## src/rtl/xlat_pkg.sv

```systemverilog
package xlat_pkg;
    parameter int VA_W  = 20;
    parameter int PA_W  = 16;
    parameter int OFF_W = 12;
    parameter int WAYS  = 4;
    parameter int SETS  = 4;

    localparam int VPN_W   = VA_W - OFF_W;
    localparam int PPN_W   = PA_W - OFF_W;
    localparam int SET_W   = $clog2(SETS);
    localparam int TAG_W   = VPN_W - SET_W;
    localparam int WAY_W   = $clog2(WAYS);
    localparam int PT_SIZE = 1 << VPN_W;

    typedef struct packed {
        logic             valid;
        logic [PPN_W-1:0] ppn;
    } pte_t;

    typedef enum logic [1:0] {
        S_IDLE   = 2'd0,
        S_LOOKUP = 2'd1,
        S_WALK   = 2'd2
    } xlat_state_t;
endpackage

```

## src/rtl/xlat_page_table.sv

```systemverilog
module xlat_page_table
    import xlat_pkg::*;
(
    input  logic             clk,
    input  logic             rst_n,
    input  logic             wr_en,
    input  logic [VPN_W-1:0] wr_vpn,
    input  pte_t             wr_pte,
    input  logic [VPN_W-1:0] rd_vpn,
    output pte_t             rd_pte
);
    pte_t table_q [PT_SIZE];

    always_ff @(posedge clk) begin
        if (!rst_n) begin
            for (int i = 0; i < PT_SIZE; i++) begin
                table_q[i] <= '0;
            end
        end else if (wr_en) begin
            table_q[wr_vpn] <= wr_pte;
        end
    end

    assign rd_pte = table_q[rd_vpn];
endmodule

```

## src/rtl/xlat_tlb.sv

```systemverilog
module xlat_tlb
    import xlat_pkg::*;
(
    input  logic             clk,
    input  logic             rst_n,
    input  logic             flush,
    input  logic [SET_W-1:0] lk_set,
    input  logic [TAG_W-1:0] lk_tag,
    output logic             hit,
    output logic [PPN_W-1:0] hit_ppn,
    input  logic             touch,
    input  logic             fill_en,
    input  logic [PPN_W-1:0] fill_ppn
);
    logic             valid_q [SETS][WAYS];
    logic [TAG_W-1:0] tag_q   [SETS][WAYS];
    logic [PPN_W-1:0] ppn_q   [SETS][WAYS];
    logic [WAY_W-1:0] age_q   [SETS][WAYS];

    logic [WAYS-1:0]  match;
    logic [WAY_W-1:0] hit_way;
    logic [WAY_W-1:0] victim;
    logic             upd_en;
    logic [WAY_W-1:0] upd_way;

    generate
        for (genvar w = 0; w < WAYS; w++) begin : g_cmp
            assign match[w] = valid_q[lk_set][w] && (tag_q[lk_set][w] == lk_tag);
        end
    endgenerate

    always_comb begin
        hit     = |match;
        hit_way = '0;
        hit_ppn = '0;
        for (int w = 0; w < WAYS; w++) begin
            if (match[w]) begin
                hit_way = WAY_W'(w);
                hit_ppn = ppn_q[lk_set][w];
            end
        end
    end

    always_comb begin
        logic found;
        found  = 1'b0;
        victim = '0;
        for (int w = 0; w < WAYS; w++) begin
            if (!found && !valid_q[lk_set][w]) begin
                victim = WAY_W'(w);
                found  = 1'b1;
            end
        end
        if (!found) begin
            for (int w = 0; w < WAYS; w++) begin
                if (age_q[lk_set][w] == WAY_W'(WAYS - 1)) begin
                    victim = WAY_W'(w);
                end
            end
        end
    end

    assign upd_en  = touch || fill_en;
    assign upd_way = touch ? hit_way : victim;

    always_ff @(posedge clk) begin
        if (!rst_n) begin
            for (int s = 0; s < SETS; s++) begin
                for (int w = 0; w < WAYS; w++) begin
                    valid_q[s][w] <= 1'b0;
                    tag_q[s][w]   <= '0;
                    ppn_q[s][w]   <= '0;
                    age_q[s][w]   <= WAY_W'(w);
                end
            end
        end else begin
            if (upd_en) begin
                for (int w = 0; w < WAYS; w++) begin
                    if (WAY_W'(w) == upd_way) begin
                        age_q[lk_set][w] <= '0;
                    end else if (age_q[lk_set][w] < age_q[lk_set][upd_way]) begin
                        age_q[lk_set][w] <= age_q[lk_set][w] + 1'b1;
                    end
                end
            end
            if (fill_en) begin
                tag_q[lk_set][victim] <= lk_tag;
                ppn_q[lk_set][victim] <= fill_ppn;
            end
            if (flush) begin
                for (int s = 0; s < SETS; s++) begin
                    for (int w = 0; w < WAYS; w++) begin
                        valid_q[s][w] <= 1'b0;
                    end
                end
            end else if (fill_en) begin
                valid_q[lk_set][victim] <= 1'b1;
            end
        end
    end

    // Ages within each set must remain a permutation of 0..WAYS-1.
    logic ages_perm;
    always_comb begin
        logic [WAYS-1:0] seen;
        ages_perm = 1'b1;
        for (int s = 0; s < SETS; s++) begin
            seen = '0;
            for (int w = 0; w < WAYS; w++) begin
                seen[age_q[s][w]] = 1'b1;
            end
            if (seen != '1) ages_perm = 1'b0;
        end
    end

    a_r6_ages_permutation: assert property (@(posedge clk) disable iff (!rst_n)
        ages_perm);

    a_r4_single_match: assert property (@(posedge clk) disable iff (!rst_n)
        $onehot0(match));

    a_r8_flush_empties: assert property (@(posedge clk) disable iff (!rst_n)
        flush |=> !hit);
endmodule

```

## src/rtl/addr_xlate_unit.sv

```systemverilog
module addr_xlate_unit
    import xlat_pkg::*;
(
    input  logic             clk,
    input  logic             rst_n,
    input  logic             req,
    input  logic [VA_W-1:0]  vaddr,
    input  logic             pt_we,
    input  logic [VPN_W-1:0] pt_vpn,
    input  logic [PPN_W-1:0] pt_ppn,
    input  logic             pt_valid,
    input  logic             flush,
    output logic             done,
    output logic [PA_W-1:0]  paddr,
    output logic             tlb_hit,
    output logic             page_fault
);
    xlat_state_t      state_q, state_d;
    logic [VA_W-1:0]  vaddr_q;
    logic [VPN_W-1:0] vpn;
    logic [OFF_W-1:0] offset;
    logic             c_hit;
    logic [PPN_W-1:0] c_ppn;
    pte_t             walk_pte;

    assign vpn    = vaddr_q[VA_W-1:OFF_W];
    assign offset = vaddr_q[OFF_W-1:0];

    xlat_page_table u_pt (
        .clk    (clk),
        .rst_n  (rst_n),
        .wr_en  (pt_we),
        .wr_vpn (pt_vpn),
        .wr_pte ('{valid: pt_valid, ppn: pt_ppn}),
        .rd_vpn (vpn),
        .rd_pte (walk_pte)
    );

    xlat_tlb u_tlb (
        .clk      (clk),
        .rst_n    (rst_n),
        .flush    (flush),
        .lk_set   (vpn[SET_W-1:0]),
        .lk_tag   (vpn[VPN_W-1:SET_W]),
        .hit      (c_hit),
        .hit_ppn  (c_ppn),
        .touch    (state_q == S_LOOKUP && c_hit),
        .fill_en  (state_q == S_WALK && walk_pte.valid),
        .fill_ppn (walk_pte.ppn)
    );

    always_comb begin
        state_d = state_q;
        unique case (state_q)
            S_IDLE:   if (req) state_d = S_LOOKUP;
            S_LOOKUP: state_d = c_hit ? S_IDLE : S_WALK;
            S_WALK:   state_d = S_IDLE;
            default:  state_d = S_IDLE;
        endcase
    end

    always_ff @(posedge clk) begin
        if (!rst_n) begin
            state_q <= S_IDLE;
            vaddr_q <= '0;
        end else begin
            state_q <= state_d;
            if (state_q == S_IDLE && req) vaddr_q <= vaddr;
        end
    end

    always_ff @(posedge clk) begin
        if (!rst_n) begin
            done       <= 1'b0;
            paddr      <= '0;
            tlb_hit    <= 1'b0;
            page_fault <= 1'b0;
        end else begin
            done <= 1'b0;
            unique case (state_q)
                S_LOOKUP: if (c_hit) begin
                    done       <= 1'b1;
                    paddr      <= {c_ppn, offset};
                    tlb_hit    <= 1'b1;
                    page_fault <= 1'b0;
                end
                S_WALK: begin
                    done       <= 1'b1;
                    tlb_hit    <= 1'b0;
                    page_fault <= !walk_pte.valid;
                    paddr      <= walk_pte.valid ? {walk_pte.ppn, offset} : '0;
                end
                default: ;
            endcase
        end
    end

    a_r7_done_pulse: assert property (@(posedge clk) disable iff (!rst_n)
        done |=> !done);

    a_r7_done_after_busy: assert property (@(posedge clk) disable iff (!rst_n)
        $rose(done) |-> $past(state_q) != S_IDLE);

    a_r5_fault_clean: assert property (@(posedge clk) disable iff (!rst_n)
        page_fault |-> (!tlb_hit && paddr == '0));

    a_r3_offset_kept: assert property (@(posedge clk) disable iff (!rst_n)
        (done && !page_fault) |-> paddr[OFF_W-1:0] == vaddr_q[OFF_W-1:0]);
endmodule

```

## config.mk

```make
export PLATFORM = sky130hd
export DESIGN_NAME = addr_xlate_unit
export DESIGN_NICKNAME = d
export VERILOG_FILES = /design/src/rtl/xlat_pkg.sv /design/src/rtl/xlat_page_table.sv /design/src/rtl/xlat_tlb.sv /design/src/rtl/addr_xlate_unit.sv
export SDC_FILE = /design/constraint.sdc
export NUM_CORES = 2
export LEC_CHECK = 0
export BUFFER_PORTS_ARGS = -buffer_cell sky130_fd_sc_hd__buf_2
export CAP_MARGIN = 20
export CORE_MARGIN = 5
export CORE_UTILIZATION = 65
export CTS_BUF_LIST = sky130_fd_sc_hd__clkbuf_8
export CTS_CLUSTER_SIZE = 24
export DETAILED_ROUTE_END_ITERATION = 8
export PLACE_DENSITY_LB_ADDON = 0.15
export SETUP_SLACK_MARGIN = 0.4
export SLEW_MARGIN = 20
export SYNTH_ARGS = -nofsm -noshare
export SYNTH_HDL_FRONTEND = slang
export SYNTH_HIERARCHICAL = 1
export SYNTH_SLANG_ARGS = --single-unit
```

## constraint.sdc

```tcl
create_clock -name clk -period 12.8 [get_ports clk]
set_clock_uncertainty 0.15 [all_clocks]
set_input_delay 0.64 -clock clk [delete_from_list [all_inputs] [get_ports clk]]
set_output_delay 0.64 -clock clk [all_outputs]
set_load 0.01 [all_outputs]
```

==> impl_metrics.yaml <==
outcome:
  outcome: "finished, final reports clean"
grt:
  grt_pass1_wl_um: 274000
  overflow: 0
  antenna_found_initial: 11
  grt_usage: 0.296
  met1_usage: 0.415
  met2_usage: 0.474
  gr-usage-met3: 0.0591
  top_usage_layer: "met2"
  grt_max_degree: 166
  grt_pass1_vias: 45500
clock_network:
  htreeDepth: 4
  cts_tree: "done"
  cts_setup_buffers: 0
  clockRootBuffer: "clkbuf_8"
  cts-resized-gates: 0
  clk_pin_slew_worst_paths_ns: 0.07
  numCtsBuffers: 236
  clk_latency_ns: 0.92
  cts.sinks: 1529
  cts_buffer_depth: 3
cells_and_area:
  fillers: 7482
  area_growth_syn_to_layout_pct: 6.95
  layout_common_cells: "edfxtp_1, and3_1, nand2_1"
  layout_commonest_cell: "edfxtp_1"
  nNetsFinal: 5312
  final_core_util: 0.698
  regArea_um2: 45400
  final_layout_size_suffix_gt1_frac: 0.156
  multi_input_area_um2: 25400
sta:
  slew_violations: 0
  worst_slack_ns: 5.80
  slew_headroom: 0.245
  finalCritPeriodShare: 0.547
  clock.fmax_ghz: 0.143
  rsz0062_at_grt: "false"
  finalSetupViolations: 0
  finalCriticalPeriod_ns: 7.00
  tightest_slew_ns: 1.13
  tns_ns: 0
  hold_viol_final: 0
placed_design:
  place_congestion: 0.862
  dp_hpwl_um: 105000
  portBuffers: 56
  pre_cts_slack_ns: 5.71
floorplan:
  core_area_um2: 112000
  dieArea_um2: 120000
  io_pins: 57
  start_util: 0.653
  die_w_um: 346
  rows: 123
  dieHeight_um: 346
route:
  vias: 46000
  wl_per_cell_um: 25.8
  drc: 0
  drt-total-wl_um: 179000
  avgViaCountPerCell: 6.60
  drt_iter0_drc: 5908
  ant_nets: 0
  dr.pass1.iters: 6
logic_synthesis:
  yosysSeqAreaShare: 0.618
  synthDistinctLibCells: 82
  syn_nets: 5555
  ys_warn_count: 6
  syn_area_um2: 73300
  post_synth.cell_area_avg_um2: 13.3
  ys_async_sr_fraction: 0
  synth-main-ff-cell: "edfxtp_1"
  synth_edf_count: 1472
  synth_cells: 5508
  ys_ff_latch: 1529
setup_path:
  worstPathArrival_ns: 7.44
  rr_endpoint: "u_tlb/age_q[2][4]"
  crit_type: "reg2reg"
  critPathMaxFanout: 67
  crit_chain: "buf_12 -> buf_4 -> mux4_1 -> a22o_1 -> o21ai_0 -> nand4_1 -> a221oi_1 -> o211ai_1 -> and2_0 -> o21ai_1 -> or2_2 -> and2_1 -> a31oi_1"
  critPathMaxStageDelay_ns: 0.94
  r2r_cells: 13
  start_kind: "flip-flop"
  cp_top_family: "compound AO/OA/AOI/OAI gates"
  rr_startpoint: "vaddr_q[12]"
  critPathSlowestCell: "a221oi_1"
  worst-path-buf-inv: 2
  r2r_slack_ns: 5.80
  worstPathRequired_ns: 13.25
  cp-end-kind: "flip-flop"
job:
  drv_cap: 0
power:
  p_leak_nw: 30.3
  p_per_area_nw_per_um2: 137
  ir_drop_mv: 0.122
hold_path:
  holdPathEnd: "state_q[1]"
  hold_path_depth: 4
  worstHoldPathType: "in2reg"
  worstHoldStart: "req"
how the worst max path moves through the flow:
stage	endpoint	slack [ns]	cells after the start	start
CTS	u_tlb/ppn_q[3][9]	5.67	13	vaddr_q[13]
global placement	u_tlb/tag_q[0][17]	5.84	13	vaddr_q[13]
global route	u_tlb/age_q[1][0]	5.37	16	vaddr_q[12]
finish	u_tlb/age_q[2][4]	5.80	13	vaddr_q[12]
detailed placement	u_tlb/ppn_q[3][9]	5.71	13	vaddr_q[13]
floorplan	u_tlb/age_q[0][4]	8.14	17	vaddr_q[12]
power breakdown:
| part | total, W | switching [W] | internal (W) |
|---|---|---|---|
| Combinational | 0.00112 | 0.000724 | 0.000400 |
| Clock | 0.00384 | 0.00191 | 0.00193 |
| Sequential | 0.00580 | 0.0000895 | 0.00571 |
| Total | 0.0108 | 0.00272 | 0.00804 |
area by class of cell:
class	instances	share of cell area
Multi-Input combinational cell	3313	0.324
Tap cell	1500	0.0239
Sequential cell	1529	0.578
Antenna cell	6	0.000191
Inverter	14	0.000670
Timing Repair Buffer	171	0.0170
Clock inverter	189	0.0129
Clock buffer	248	0.0435
Yosys cell counts, drive strengths merged, types with 29 or more instances:
| cell | n | area, um2 |
|---|---|---|
| nand2 | 570 | 2140 |
| o21ai | 107 | 554 |
| nor3 | 35 | 180 |
| and3 | 1107 | 6930 |
| nor2 | 108 | 422 |
| mux2i | 196 | 1960 |
| buf | 100 | 726 |
| and2 | 356 | 2230 |
| edfxtp | 1472 | 44200 |
| o221ai | 61 | 534 |
| dfxtp | 57 | 1140 |
| o22ai | 45 | 288 |
| clkbuf | 552 | 2070 |
| a21boi | 35 | 300 |
| mux4 | 288 | 6520 |
| a22oi | 29 | 218 |
| nand3 | 32 | 215 |
| a21oi | 42 | 210 |
timing repair:
item | 4_1_cts | 5_1_grt
hold buffers | 21 | 0
endpoints found under the setup margin | 0 | 0
hold endpoints to repair | 36 | 0
metal layers:
layer | routed length [um] | share of wire | up-vias
met2 | 86400 | 0.48 | 2395
met5 | 13 | 0.000072 | -
met3 | 17200 | 0.096 | 368
met4 | 5640 | 0.031 | 2
met1 | 70200 | 0.39 | 22900
li1 | - | - | 20300
flip-flops by register name (all words and copies together) (netlist names):
signal         count
u_pt/table_q    1280
u_tlb/tag_q       96
u_tlb/ppn_q       64
u_tlb/age_q       32
vaddr_q           20
paddr             16
u_tlb/valid_q     16
state_q            2
done               1
page_fault         1
tlb_hit            1
logic make-up after synthesis:
family                     after synthesis  share of synthesized area
muxes                                  501                      0.118
xor gates and xnor gates                31                    0.00370
adders and majority gates               13                    0.00215
and+or+nand+nor                       2314                      0.175
buffers and inverters                  666                     0.0389
DFF                                   1529                      0.618
AOI/OAI and AO/OA                      454                     0.0442
tightest hold or removal path, cell delays in order:
cell      delay [ns]
buf_2           0.11
nand2b_1        0.16
mux2i_1         0.09
nor2b_1         0.10
through the flow:
step / hold slack, ns / instance area (um2) / total power (W) / std cells
2_1_floorplan: 0.285 / 73300 / 0.00664 / 5508
3_3_place_gp: 0.287 / 73700 / 0.00698 / 6503
3_5_place_dp: 0.295 / 73700 / 0.00701 / 6504
4_1_cts: 0.0103 / 78400 / 0.0108 / 6962
5_1_grt: 0.114 / 78400 / 0.0111 / 6966
6_report: 0.0979 / 78400 / 0.0108 / 6970
Note: power is estimated with default switching activity, not from simulation.
